$ cat src/rtl/phy_hs_pkg.sv
package phy_hs_pkg;

    localparam int unsigned FIELD_W      = 16;
    localparam int unsigned CTL_W        = 20;
    localparam int unsigned STAT_W       = 17;
    localparam int unsigned ACK_POS      = 16;

    // control word, most significant field first: read, write, cap-data, cap-addr, value
    typedef struct packed {
        logic               rd;
        logic               wr;
        logic               cap_data;
        logic               cap_addr;
        logic [FIELD_W-1:0] field;
    } ctl_word_t;

    typedef struct packed {
        logic               write;
        logic [FIELD_W-1:0] addr;
        logic [FIELD_W-1:0] wdata;
    } hs_req_t;

    typedef enum logic [3:0] {
        ST_IDLE,
        ST_A_SET,
        ST_A_CAP,
        ST_A_REL,
        ST_D_SET,
        ST_D_CAP,
        ST_D_REL,
        ST_W_STB,
        ST_W_REL,
        ST_R_STB,
        ST_R_REL
    } hs_state_e;

    typedef enum logic [1:0] {
        STB_CAP_ADDR,
        STB_CAP_DATA,
        STB_WRITE,
        STB_READ
    } hs_strobe_e;

    function automatic ctl_word_t value_word(input logic [FIELD_W-1:0] v);
        ctl_word_t w;
        w       = '0;
        w.field = v;
        return w;
    endfunction

    function automatic ctl_word_t strobe_word(input hs_strobe_e s, input logic [FIELD_W-1:0] v);
        ctl_word_t w;
        w = '0;
        case (s)
            STB_CAP_ADDR: begin w.cap_addr = 1'b1; w.field = v; end
            STB_CAP_DATA: begin w.cap_data = 1'b1; w.field = v; end
            STB_WRITE:    w.wr = 1'b1;
            default:      w.rd = 1'b1;
        endcase
        return w;
    endfunction

    function automatic logic is_wait(input hs_state_e s);
        case (s)
            ST_A_CAP, ST_A_REL, ST_D_CAP, ST_D_REL,
            ST_W_STB, ST_W_REL, ST_R_STB, ST_R_REL: return 1'b1;
            default:                                return 1'b0;
        endcase
    endfunction

    // ack level awaited in a wait state: high after a strobe, low after a release
    function automatic logic wait_level(input hs_state_e s);
        case (s)
            ST_A_CAP, ST_D_CAP, ST_W_STB, ST_R_STB: return 1'b1;
            default:                                return 1'b0;
        endcase
    endfunction

endpackage

$ cat src/rtl/phy_hs_ack_poller.sv
module phy_hs_ack_poller #(
    parameter int unsigned POLL_CYCLES = 200,
    parameter int unsigned MAX_POLLS   = 10
) (
    input  logic clk,
    input  logic rst,
    input  logic wait_en,
    input  logic expect_lvl,
    input  logic ack,
    output logic hit,
    output logic timeout
);

    localparam int unsigned IVL_W = (POLL_CYCLES > 1) ? $clog2(POLL_CYCLES) : 1;
    localparam int unsigned CNT_W = (MAX_POLLS > 1) ? $clog2(MAX_POLLS) : 1;
    localparam logic [IVL_W-1:0] IVL_LAST  = IVL_W'(POLL_CYCLES - 1);
    localparam logic [CNT_W-1:0] POLL_LAST = CNT_W'(MAX_POLLS - 1);

    logic [IVL_W-1:0] ivl_q;
    logic [CNT_W-1:0] polls_q;
    logic             poll_now;

    assign poll_now = wait_en && (ivl_q == '0);
    assign hit      = poll_now && (ack == expect_lvl);
    assign timeout  = poll_now && (ack != expect_lvl) && (polls_q == POLL_LAST);

    always_ff @(posedge clk) begin
        if (rst || !wait_en || hit || timeout) begin
            ivl_q   <= '0;
            polls_q <= '0;
        end else if (ivl_q == IVL_LAST) begin
            ivl_q   <= '0;
            polls_q <= polls_q + 1'b1;
        end else begin
            ivl_q   <= ivl_q + 1'b1;
        end
    end

    AST_POLL_LIMIT: assert property (@(posedge clk) disable iff (rst)
        polls_q <= POLL_LAST);

    AST_WAIT_STARTS_FRESH: assert property (@(posedge clk) disable iff (rst)
        $rose(wait_en) |-> (ivl_q == '0 && polls_q == '0));

endmodule

$ cat src/rtl/phy_hs_seq.sv
module phy_hs_seq
    import phy_hs_pkg::*;
(
    input  logic               clk,
    input  logic               rst,
    input  logic               req_valid,
    input  hs_req_t            req_in,
    input  logic               hit,
    input  logic               timeout,
    input  logic [FIELD_W-1:0] stat_data,
    output logic               wait_en,
    output logic               expect_lvl,
    output ctl_word_t          ctl,
    output logic               busy,
    output logic               done,
    output logic               err,
    output logic [FIELD_W-1:0] rdata
);

    hs_state_e          state_q;
    hs_req_t            req_q;
    ctl_word_t          ctl_q;
    logic               done_q;
    logic               err_q;
    logic [FIELD_W-1:0] rdata_q;

    assign wait_en    = is_wait(state_q);
    assign expect_lvl = wait_level(state_q);
    assign ctl        = ctl_q;
    assign busy       = (state_q != ST_IDLE);
    assign done       = done_q;
    assign err        = err_q;
    assign rdata      = rdata_q;

    always_ff @(posedge clk) begin
        if (rst) begin
            state_q <= ST_IDLE;
            req_q   <= '0;
            ctl_q   <= '0;
            done_q  <= 1'b0;
            err_q   <= 1'b0;
            rdata_q <= '0;
        end else begin
            done_q <= 1'b0;
            err_q  <= 1'b0;
            if (timeout) begin
                state_q <= ST_IDLE;
                ctl_q   <= '0;
                done_q  <= 1'b1;
                err_q   <= 1'b1;
            end else begin
                case (state_q)
                    ST_IDLE: if (req_valid) begin
                        req_q   <= req_in;
                        ctl_q   <= value_word(req_in.addr);
                        state_q <= ST_A_SET;
                    end
                    ST_A_SET: begin
                        ctl_q   <= strobe_word(STB_CAP_ADDR, req_q.addr);
                        state_q <= ST_A_CAP;
                    end
                    ST_A_CAP: if (hit) begin
                        ctl_q   <= value_word(req_q.addr);
                        state_q <= ST_A_REL;
                    end
                    ST_A_REL: if (hit) begin
                        if (req_q.write) begin
                            ctl_q   <= value_word(req_q.wdata);
                            state_q <= ST_D_SET;
                        end else begin
                            ctl_q   <= strobe_word(STB_READ, '0);
                            state_q <= ST_R_STB;
                        end
                    end
                    ST_D_SET: begin
                        ctl_q   <= strobe_word(STB_CAP_DATA, req_q.wdata);
                        state_q <= ST_D_CAP;
                    end
                    ST_D_CAP: if (hit) begin
                        ctl_q   <= value_word(req_q.wdata);
                        state_q <= ST_D_REL;
                    end
                    ST_D_REL: if (hit) begin
                        ctl_q   <= strobe_word(STB_WRITE, '0);
                        state_q <= ST_W_STB;
                    end
                    ST_W_STB: if (hit) begin
                        ctl_q   <= value_word(req_q.wdata);
                        state_q <= ST_W_REL;
                    end
                    ST_W_REL: if (hit) begin
                        ctl_q   <= '0;
                        done_q  <= 1'b1;
                        state_q <= ST_IDLE;
                    end
                    ST_R_STB: if (hit) begin
                        rdata_q <= stat_data;
                        ctl_q   <= '0;
                        state_q <= ST_R_REL;
                    end
                    ST_R_REL: if (hit) begin
                        done_q  <= 1'b1;
                        state_q <= ST_IDLE;
                    end
                    default: begin
                        ctl_q   <= '0;
                        state_q <= ST_IDLE;
                    end
                endcase
            end
        end
    end

    AST_ONE_STROBE: assert property (@(posedge clk) disable iff (rst)
        $countones({ctl_q.rd, ctl_q.wr, ctl_q.cap_data, ctl_q.cap_addr}) <= 1);

    AST_HOLD_IN_WAIT: assert property (@(posedge clk) disable iff (rst)
        (wait_en && !hit && !timeout) |=> $stable(ctl_q));

    AST_TIMEOUT_ENDS: assert property (@(posedge clk) disable iff (rst)
        timeout |=> (done_q && err_q && ctl_q == '0 && state_q == ST_IDLE));

    AST_DONE_PULSE: assert property (@(posedge clk) disable iff (rst)
        done_q |=> !done_q);

    AST_ERR_ONLY_WITH_DONE: assert property (@(posedge clk) disable iff (rst)
        err_q |-> done_q);

    AST_NO_START_WHILE_BUSY: assert property (@(posedge clk) disable iff (rst)
        (state_q != ST_IDLE) |=> (state_q != ST_A_SET));

endmodule

$ cat src/rtl/phy_ctl_hs_master.sv
module phy_ctl_hs_master
    import phy_hs_pkg::*;
#(
    parameter int unsigned POLL_CYCLES = 200,
    parameter int unsigned MAX_POLLS   = 10
) (
    input  logic               clk,
    input  logic               rst,
    input  logic               req_valid,
    input  logic               req_write,
    input  logic [FIELD_W-1:0] req_addr,
    input  logic [FIELD_W-1:0] req_wdata,
    output logic               busy,
    output logic               done,
    output logic               err,
    output logic [FIELD_W-1:0] rdata,
    output logic [CTL_W-1:0]   ctl_word,
    input  logic [STAT_W-1:0]  stat_word
);

    hs_req_t   req_s;
    ctl_word_t ctl_s;
    logic      wait_en_s;
    logic      expect_s;
    logic      hit_s;
    logic      timeout_s;

    assign req_s    = '{write: req_write, addr: req_addr, wdata: req_wdata};
    assign ctl_word = ctl_s;

    phy_hs_ack_poller #(
        .POLL_CYCLES (POLL_CYCLES),
        .MAX_POLLS   (MAX_POLLS)
    ) poller_i (
        .clk        (clk),
        .rst        (rst),
        .wait_en    (wait_en_s),
        .expect_lvl (expect_s),
        .ack        (stat_word[ACK_POS]),
        .hit        (hit_s),
        .timeout    (timeout_s)
    );

    phy_hs_seq seq_i (
        .clk        (clk),
        .rst        (rst),
        .req_valid  (req_valid),
        .req_in     (req_s),
        .hit        (hit_s),
        .timeout    (timeout_s),
        .stat_data  (stat_word[FIELD_W-1:0]),
        .wait_en    (wait_en_s),
        .expect_lvl (expect_s),
        .ctl        (ctl_s),
        .busy       (busy),
        .done       (done),
        .err        (err),
        .rdata      (rdata)
    );

endmodule

$ cat config.mk
export PLATFORM = sky130hd
export DESIGN_NAME = phy_ctl_hs_master
export DESIGN_NICKNAME = d
export VERILOG_FILES = /design/src/rtl/phy_hs_pkg.sv /design/src/rtl/phy_hs_ack_poller.sv /design/src/rtl/phy_hs_seq.sv /design/src/rtl/phy_ctl_hs_master.sv
export SDC_FILE = /design/constraint.sdc
export NUM_CORES = 1
export LEC_CHECK = 0
export BUFFER_PORTS_ARGS = -buffer_cell sky130_fd_sc_hd__buf_2
export CAP_MARGIN = 20
export CORE_MARGIN = 4
export CORE_UTILIZATION = 50
export CTS_BUF_LIST = sky130_fd_sc_hd__clkbuf_8
export DETAILED_ROUTE_END_ITERATION = 12
export PLACE_DENSITY = 0.81
export SYNTH_ARGS = -nofsm -noshare
export SYNTH_HDL_FRONTEND = slang
export SYNTH_SLANG_ARGS = --single-unit
$ cat constraint.sdc
create_clock -name clk -period 2.23 [get_ports clk]
set_input_delay 0.446 -clock clk [delete_from_list [all_inputs] [get_ports clk]]
set_output_delay 0.446 -clock clk [all_outputs]
set_load 0.01 [all_outputs]
==> results of run 1 <==
## flip-flops by register name, summed over array words and instances (netlist names)
| signal | count |
|---|---|
| poller_i.ivl_q | 8 |
| poller_i.polls_q | 4 |
| seq_i.ctl | 20 |
| seq_i.done | 1 |
| seq_i.err | 1 |
| seq_i.rdata | 16 |
| seq_i.req_q | 33 |
| seq_i.state_q | 4 |
| seq_i.wait_en | 1 |
## cells by family (layout without fill, tap and decap cells)
family	Yosys count	after routing	synth area share
AO/OA/AOI/OAI	106	106	0.184
XOR/XNOR	10	10	0.0233
adder cells (fa/ha/maj)	4	4	0.0133
buffers and inverters	41	163	0.0469
flip-flops	88	88	0.469
multiplexers	3	3	0.00799
AND/OR/NAND/NOR	204	204	0.256
## critical path: stages (launching register included)
cell and delay (ns):
dfxtp_2 0.35, buf_4 0.14, nor4b_4 0.39, o31a_1 0.25
o21ai_2 0.11, buf_6 0.15, buf_4 0.14, o21ai_0 0.34
nor4b_2 0.12, a221o_1 0.27
## synthesized netlist by cell type (all sizes together) (2+ instances only)
cell	count
nor2	27
mux2i	3
nand2	120
o21ai	4
xnor2	3
nand4	2
or3	4
inv	10
and3	3
ha	4
nor3	4
xor2	7
nor4	4
and2	2
or2	18
a211o	2
a222oi	16
and3b	2
nor4b	2
o31a	2
nand3	7
buf	12
a21oi	67
clkbuf	19
nand2b	2
a211oi	3
dfxtp	88
## worst max path at each step
stage	cells after the start	slack (ns)	start	to
after detailed placement	7	-0.06	poller_i.ivl_q[5]	seq_i.ctl[10]
after global placement	7	0.02	seq_i.state_q[2]	seq_i.wait_en
after CTS	9	-0.07	poller_i.ivl_q[1]	seq_i.ctl[10]
after floorplan	7	-0.02	poller_i.ivl_q[5]	seq_i.wait_en
after global routing	9	-0.21	seq_i.state_q[3]	seq_i.wait_en
final	9	-0.14	seq_i.state_q[3]	seq_i.wait_en
## layout make-up
class | count | area share
multi-input combinational | 327 | 0.382
sequential | 88 | 0.351
timing repair buffer | 138 | 0.190
clock buffer | 10 | 0.0274
tap | 99 | 0.0246
clock inverter | 5 | 0.0174
inverter | 10 | 0.00746
## metal layers
metal / wire (um) / part of all wire / vias to the layer above / track usage
met1: 4260 / 0.41 / 1750 / 0.299
met5: 0 / 0 / - / 0
met4: 158 / 0.015 / 0 / 0.0865
met3: 833 / 0.081 / 12 / 0.0606
li1: - / - / 1813 / -
met2: 5020 / 0.49 / 159 / 0.355
## repair_timing
| action | 4_1_cts | 5_1_grt |
|---|---|---|
| buffers inserted | 1 | 3 |
| resized for setup | 4 | 20 |
| cloned | 1 | 3 |
| pin swaps | 5 | 13 |
| endpoints found under the setup margin | 33 | 76 |
## metrics by stage
stage          area, sq um  power, mW  setup TNS, ns  cells  hold WS [ns]
2_1_floorplan         3780       2.14        -0.0235    456         0.436
3_3_place_gp          4570       2.39              0    654         0.438
3_5_place_dp          4570       2.41         -0.849    654         0.444
4_1_cts               4850       3.69          -1.10    671         0.308
5_1_grt               5030       3.94          -2.89    677         0.299
6_report              5030       3.78         -0.962    677         0.318
## where the power goes
group / internal, mW / total (mW) / leakage [nW] / switching [mW]
clock: 0.668 / 1.25 / 0.111 / 0.587
sequential: 1.66 / 1.72 / 0.718 / 0.0571
combinational: 0.385 / 0.798 / 1.27 / 0.414
==> impl_metrics.yaml, run 1 <==
hold_path:
  hold_class: "in -> reg"
  hold_end: "seq_i.rdata[7]"
  hp-start: "stat_word[7]"
  hold_depth: 3
sta:
  finalHoldViolations: 0
  worst_pin_slew_ns: 0.524
  period_needed_ns: 2.37
  maxSlewHeadroom: 0.650
  period_share: 1.06
  drv_slew: 0
  fin_worst_skew_ns: 0.0113
  timing.fmax_mhz: 423
  rsz0062_at_grt: "yes"
  setup_viol: 19
  fin_ws_ns: -0.135
critical_path:
  reg2regPathDepth: 9
  worst-endpoint-required_ns: 2.47
  start_kind: "flop"
  r2r_slack_ns: -0.14
  crit_fanout: 8
  crit_arrival_ns: 2.61
  end_kind: "flop"
  r2r_end: "seq_i.wait_en"
  r2r_start: "seq_i.state_q[3]"
  crit_type: "reg -> reg"
final_layout:
  area_delta_synth_final_pct: 33.8
  most-common-layout-cells: "nand2_1, buf_2, dfxtp_1"
  final_common_cell: "nand2_1"
  final_layout_size_suffix_gt1_frac: 0.313
  diodes: 0
  n_fill_cell: 574
  multi_input_area_sq_um: 1920
  regArea_sq_um: 1760
  post-route-util: 0.690
  fin_nets: 631
detailed_routing:
  ant_nets: 0
  wl_per_cell_um: 15.2
  first_pass_iters: 7
  drt_wl_total_um: 10300
  drc: 0
  dr_total_vias: 3734
  drt_iter0_markers: 386
  vias_per_cell: 5.52
yosys:
  async_reset_ff_frac: 0
  yosysWarnings: 0
  synth_ff_type: "dfxtp_1"
  synth_edf_count: 0
  synth_area_leaders: "dfxtp_1, nand2_1, a21oi_1"
  syn_area_sq_um: 3760
  postSynthCellCount: 456
  netlist.area_leader.share: 0.469
  synthDistinctLibCells: 54
  post-synth-top-area-cell: "dfxtp_1"
  ys_ff_latch: 88
  synth_area_per_cell_sq_um: 8.24
  ys_seq_area_frac: 0.469
  postSynthNetCount: 513
global_routing:
  grt_usage: 0.227
  grt_pass1_vias: 3455
  grt_pass1_wl_um: 16100
  antenna_found_initial: 0
  grt_max_degree: 52
  overflow: 0
clocking:
  cts.path.max_buffers: 2
  cts_tree: "yes"
  hold_buffers: 0
  clock_sinks: 88
  cts_buffers: 9
  cts_max_level: 3
  clock_latency_ns: 0.35
  path_clk_slew_ns: 0.09
  cts-root-buf: "clkbuf_8"
floorplanning:
  die_h_um: 94.7
  core_sq_um: 7290
  die_x_um: 94.7
  dieArea_sq_um: 8970
  rows: 31
  boundaryPins: 92
  initial_core_util: 0.515
placed_design:
  place_ws_ns: -0.0594
  port_buffers: 91
  globalplace.congestion: 0.854
  place_hpwl_um: 6860
power_and_ir_drop:
  peakVddDrop_mv: 0.334
  p_leak_nw: 2.09
  powerDensity_nw_per_um2: 751
flow_run:
  maxCapViolations: 0
outcome:
  status: "finished with violations"
  violations: "negative setup slack"
(Power assumes the default switching activity.)
==> inputs of run 2 (changes only) <==
--- a/config.mk
+++ b/config.mk
@@ -8,10 +8,11 @@
 export BUFFER_PORTS_ARGS = -buffer_cell sky130_fd_sc_hd__buf_2
 export CAP_MARGIN = 20
 export CORE_MARGIN = 4
-export CORE_UTILIZATION = 50
+export CORE_UTILIZATION = 55
 export CTS_BUF_LIST = sky130_fd_sc_hd__clkbuf_8
 export DETAILED_ROUTE_END_ITERATION = 12
-export PLACE_DENSITY = 0.81
+export PLACE_DENSITY = 0.85
+export REMOVE_ABC_BUFFERS = 1
 export SYNTH_ARGS = -nofsm -noshare
 export SYNTH_HDL_FRONTEND = slang
 export SYNTH_SLANG_ARGS = --single-unit
==> constraint.sdc (replaced) <==
create_clock -name clk -period 2.2 [get_ports clk]
set_input_delay 0.44 -clock clk [delete_from_list [all_inputs] [get_ports clk]]
set_output_delay 0.44 -clock clk [all_outputs]
set_load 0.01 [all_outputs]
==> impl_metrics.yaml, run 2 (same netlist as run 1, synthesis figures left out) <==
sta:
  fin_worst_skew_ns: 0.0123
  drv_slew: 0
  tns_ns: -3.53
  rsz0062_at_grt: "yes"
  period_share: 1.11
  finalHoldViolations: 0
  fin_ws_ns: -0.243
  setup_viol: 23
  timing.fmax_mhz: 409
  period_needed_ns: 2.44
  worst_pin_slew_ns: 0.540
  maxSlewHeadroom: 0.640
final_layout:
  final_area_sq_um: 4970
  largest_reg_flops: 33
  fin_cells: 653
  fin_nets: 628
  top_register: "seq_i.req_q"
  n_fill_cell: 410
  most-common-layout-cells: "nand2_1, buf_2, dfxtp_1"
  regArea_sq_um: 1770
  multi_input_area_sq_um: 1960
  final_layout_size_suffix_gt1_frac: 0.318
  area_delta_synth_final_pct: 32.3
  final_common_cell: "nand2_1"
  diodes: 0
outcome:
  violations: "negative setup slack"
  status: "finished with violations"
critical_path:
  r2r_end: "seq_i.ctl[13]"
  reg2regPathDepth: 7
  end_kind: "flop"
  crit_type: "reg -> reg"
  worst-endpoint-required_ns: 2.49
  crit_fanout: 9
  crit_arrival_ns: 2.74
  start_kind: "flop"
  r2r_slack_ns: -0.24
  r2r_start: "poller_i.ivl_q[5]"
hold_path:
  hold_end: "seq_i.req_q[8]"
  hp-start: "req_wdata[8]"
  hold_depth: 3
  hold_class: "in -> reg"
detailed_routing:
  ant_nets: 0
  drc: 0
  dr_total_vias: 3959
  wl_per_cell_um: 18.1
  first_pass_iters: 7
  drt_wl_total_um: 11800
  vias_per_cell: 6.06
  drt_iter0_markers: 492
global_routing:
  grt_usage: 0.263
  grt_pass1_wl_um: 17700
  antenna_found_initial: 0
  grt_pass1_vias: 3763
  overflow: 0
  grt_max_degree: 52
clocking:
  cts_tree: "yes"
  cts-root-buf: "clkbuf_8"
  cts.path.max_buffers: 2
  cts_buffers: 9
  clock_sinks: 88
  cts_max_level: 3
  clock_latency_ns: 0.36
  hold_buffers: 0
  path_clk_slew_ns: 0.10
floorplanning:
  die_x_um: 90.7
  die_h_um: 90.7
  rows: 29
  initial_core_util: 0.579
  core_sq_um: 6490
  boundaryPins: 92
  dieArea_sq_um: 8220
power_and_ir_drop:
  p_leak_nw: 2.07
  design_power_total_mw: 3.76
  peakVddDrop_mv: 0.658
  powerDensity_nw_per_um2: 757
flow_run:
  maxCapViolations: 0
placed_design:
  placed_area_sq_um: 4520
  place_hpwl_um: 6740
  port_buffers: 91
  globalplace.congestion: 0.921
  dpl.cell_count: 628
run 2: changes by cell type in the layout (fill, tap and decap cells not counted), moves of 2 or more:
cell and change:
or2_0 -3, clkbuf_16 -2, inv_1 +2, inv_2 -2, nor2_1 -2, o21ai_2 -2
or2_4 +2
run 2: cell type report:
| cell class | count | area share |
|---|---|---|
| Timing Repair Buffer | 135 | 0.182 |
| Tap cell | 77 | 0.0194 |
| Sequential cell | 88 | 0.355 |
| Clock inverter | 7 | 0.0159 |
| Multi-Input combinational cell | 327 | 0.395 |
| Clock buffer | 9 | 0.0249 |
| Inverter | 10 | 0.00755 |
run 2: critical path: stages, from the launching register on:
cell and delay [ns]:
dfxtp_1 0.32, or3_4 0.41, or3_4 0.39, o32a_1 0.31
a211o_4 0.38, buf_12 0.16, or2_4 0.25, a21oi_2 0.15
run 2: metal layers:
layer / track usage / vias to the layer above / routed length (um)
met1: 0.322 / 1852 / 4500
li1: - / 1803 / -
met3: 0.0608 / 50 / 995
met5: 0 / - / 0
met4: 0.121 / 0 / 443
met2: 0.437 / 254 / 5900
run 2: what timing repair did:
item | 4_1_cts | 5_1_grt
pin swaps | 6 | 8
gates resized for setup | 8 | 26
gates cloned | 2 | 1
buffers inserted | 2 | 4
endpoints found under the setup margin | 74 | 82
run 2: through the flow:
stage	setup WS, ns	util	hold slack, ns
after floorplan	-0.964	-	0.430
after CTS	-0.0957	0.744	0.301
after global placement	-0.0589	0.696	0.439
final	-0.243	0.765	0.300
after global routing	-0.284	0.765	0.293
after detailed placement	-0.148	0.696	0.445
run 2: how the worst max path moves through the flow:
| stage | from | to | slack (ns) | depth (start not counted) |
|---|---|---|---|---|
| floorplan | seq_i.state_q[2] | seq_i.req_q[0] | -0.96 | 6 |
| global placement | poller_i.ivl_q[5] | seq_i.ctl[5] | -0.06 | 7 |
| detailed placement | poller_i.ivl_q[5] | seq_i.ctl[6] | -0.15 | 7 |
| CTS | poller_i.ivl_q[5] | seq_i.ctl[6] | -0.1 | 7 |
| global route | poller_i.ivl_q[4] | seq_i.ctl[13] | -0.28 | 7 |
| finish | poller_i.ivl_q[5] | seq_i.ctl[13] | -0.24 | 7 |
run 2: power by group:
part           leakage (nW)  total (mW)  internal [mW]  switching [mW]
Combinational          1.25       0.851          0.391           0.460
Sequential            0.718        1.75           1.69          0.0626
Clock                0.0977        1.16          0.537           0.623
Total                  2.07        3.76           2.62            1.15
==> inputs of run 3 (changes only) <==
--- a/config.mk
+++ b/config.mk
@@ -5,6 +5,7 @@
 export SDC_FILE = /design/constraint.sdc
 export NUM_CORES = 1
 export LEC_CHECK = 0
+export ABC_CLOCK_PERIOD_IN_PS = 2200
 export BUFFER_PORTS_ARGS = -buffer_cell sky130_fd_sc_hd__buf_2
 export CAP_MARGIN = 20
 export CORE_MARGIN = 4
@@ -13,6 +14,7 @@
 export DETAILED_ROUTE_END_ITERATION = 12
 export PLACE_DENSITY = 0.85
 export REMOVE_ABC_BUFFERS = 1
+export SKIP_CTS_REPAIR_TIMING = 1
 export SYNTH_ARGS = -nofsm -noshare
 export SYNTH_HDL_FRONTEND = slang
 export SYNTH_SLANG_ARGS = --single-unit
==> impl_metrics.yaml, run 3 (same netlist as run 1, synthesis figures left out) <==
sta:
  fin_ws_ns: -0.175
  fin_worst_skew_ns: 0.0139
  period_share: 1.08
  maxSlewHeadroom: 0.638
  timing.fmax_mhz: 421
  drv_slew: 0
  setup_viol: 21
  worst_pin_slew_ns: 0.544
  period_needed_ns: 2.38
  rsz0062_at_grt: "yes"
  finalHoldViolations: 0
flow_run:
  maxCapViolations: 0
power_and_ir_drop:
  peakVddDrop_mv: 0.640
  powerDensity_nw_per_um2: 754
  design_power_total_mw: 3.71
  p_leak_nw: 2.05
global_routing:
  grt_pass1_vias: 3635
  overflow: 0
  grt_pass1_wl_um: 16600
  antenna_found_initial: 0
  grt_usage: 0.245
  grt_max_degree: 52
critical_path:
  end_kind: "flop"
  worst-endpoint-required_ns: 2.49
  crit_type: "reg -> reg"
  slowest_stage: "or3_4"
  start_kind: "flop"
  cpLargestDelayFamily: "simple AND/OR/NAND/NOR gates"
  crit_chain: "or3_4 > or3_4 > o32a_1 > a211o_4 > buf_12 > or2_0 > a21oi_1"
  crit_path_max_incr_delay_ns: 0.39
  crit_fanout: 9
  cp.buffers_inverters: 1
  cp_common_cell: "or3_4"
  crit_arrival_ns: 2.66
clocking:
  cts_max_level: 3
  cts_buffers: 9
  cts.path.max_buffers: 2
  clock_sinks: 88
  cts-root-buf: "clkbuf_8"
  path_clk_slew_ns: 0.10
  clock_latency_ns: 0.36
  cts_tree: "yes"
floorplanning:
  rows: 29
  die_h_um: 90.7
  dieArea_sq_um: 8220
  boundaryPins: 92
  initial_core_util: 0.579
  die_x_um: 90.7
  core_sq_um: 6490
detailed_routing:
  vias_per_cell: 6.02
  drc: 0
  drt_wl_total_um: 11400
  drt_iter0_markers: 354
  ant_nets: 0
  dr_total_vias: 3924
  first_pass_iters: 6
  wl_per_cell_um: 17.4
final_layout:
  final_layout_size_suffix_gt1_frac: 0.313
  final_common_cell: "nand2_1"
  regArea_sq_um: 1760
  n_fill_cell: 436
  top_register: "seq_i.req_q"
  area_delta_synth_final_pct: 30.8
  fin_nets: 627
  diodes: 0
  multi_input_area_sq_um: 1940
  most-common-layout-cells: "nand2_1, buf_2, dfxtp_1"
  largest_reg_flops: 33
outcome:
  status: "finished with violations"
  violations: "negative setup slack"
placed_design:
  globalplace.congestion: 0.921
  place_ws_ns: -0.148
  place_hpwl_um: 6740
  port_buffers: 91
hold_path:
  hold_class: "in -> reg"
==> run 3: area by class of cell <==
class | instances | area share
repair buffers | 134 | 0.177
multi-input cells | 327 | 0.395
well taps | 77 | 0.0196
clock inverters | 7 | 0.0160
inverters | 10 | 0.00764
flip-flops and latches | 88 | 0.359
clock buffers | 9 | 0.0252
==> run 3: through the flow <==
stage / instances / hold WS (ns) / TNS, ns / area [sq um] / utilization
CTS: 644 / 0.301 / -7.46 / 4720 / 0.727
global route: 652 / 0.291 / -3.87 / 4910 / 0.757
global placement: 628 / 0.439 / -0.586 / 4520 / 0.696
floorplan: 425 / 0.430 / -46.33 / 3620 / -
finish: 652 / 0.303 / -2.02 / 4910 / 0.757
detailed placement: 628 / 0.445 / -2.37 / 4520 / 0.696
==> run 3: path summary, 6_finish.rpt <==
path / slack (ns) / endpoint / depth (start not counted) / start
hold reg to reg: 0.46 / seq_i.req_q[26] / 2 / seq_i.req_q[26]
setup / recovery: -0.18 / seq_i.ctl[9] / 7 / poller_i.ivl_q[5]
setup reg to reg: -0.18 / seq_i.ctl[9] / 7 / poller_i.ivl_q[5]
hold / removal: 0.30 / seq_i.req_q[3] / 3 / req_wdata[3]
==> run 3: metal layers <==
metal / up-vias / global-route usage / share of wire
li1: 1803 / - / -
met1: 1837 / 0.294 / 0.38
met2: 231 / 0.420 / 0.49
met3: 53 / 0.0600 / 0.085
met4: 0 / 0.0969 / 0.044
met5: - / 0 / 0
==> run 3: power by group <==
part           internal (mW)  switching, mW  total, mW  leakage (nW)
clock network          0.537          0.616       1.15        0.0977
logic                  0.366          0.438      0.804          1.24
registers               1.69         0.0620       1.75         0.718
total                   2.59           1.12       3.71          2.05
==> run 3: worst register-to-register path: stages, from the launching register on <==
cell and delay (ns):
dfxtp_1 0.32, or3_4 0.39, or3_4 0.39, o32a_1 0.32, a211o_4 0.32, buf_12 0.16
or2_0 0.24, a21oi_1 0.18
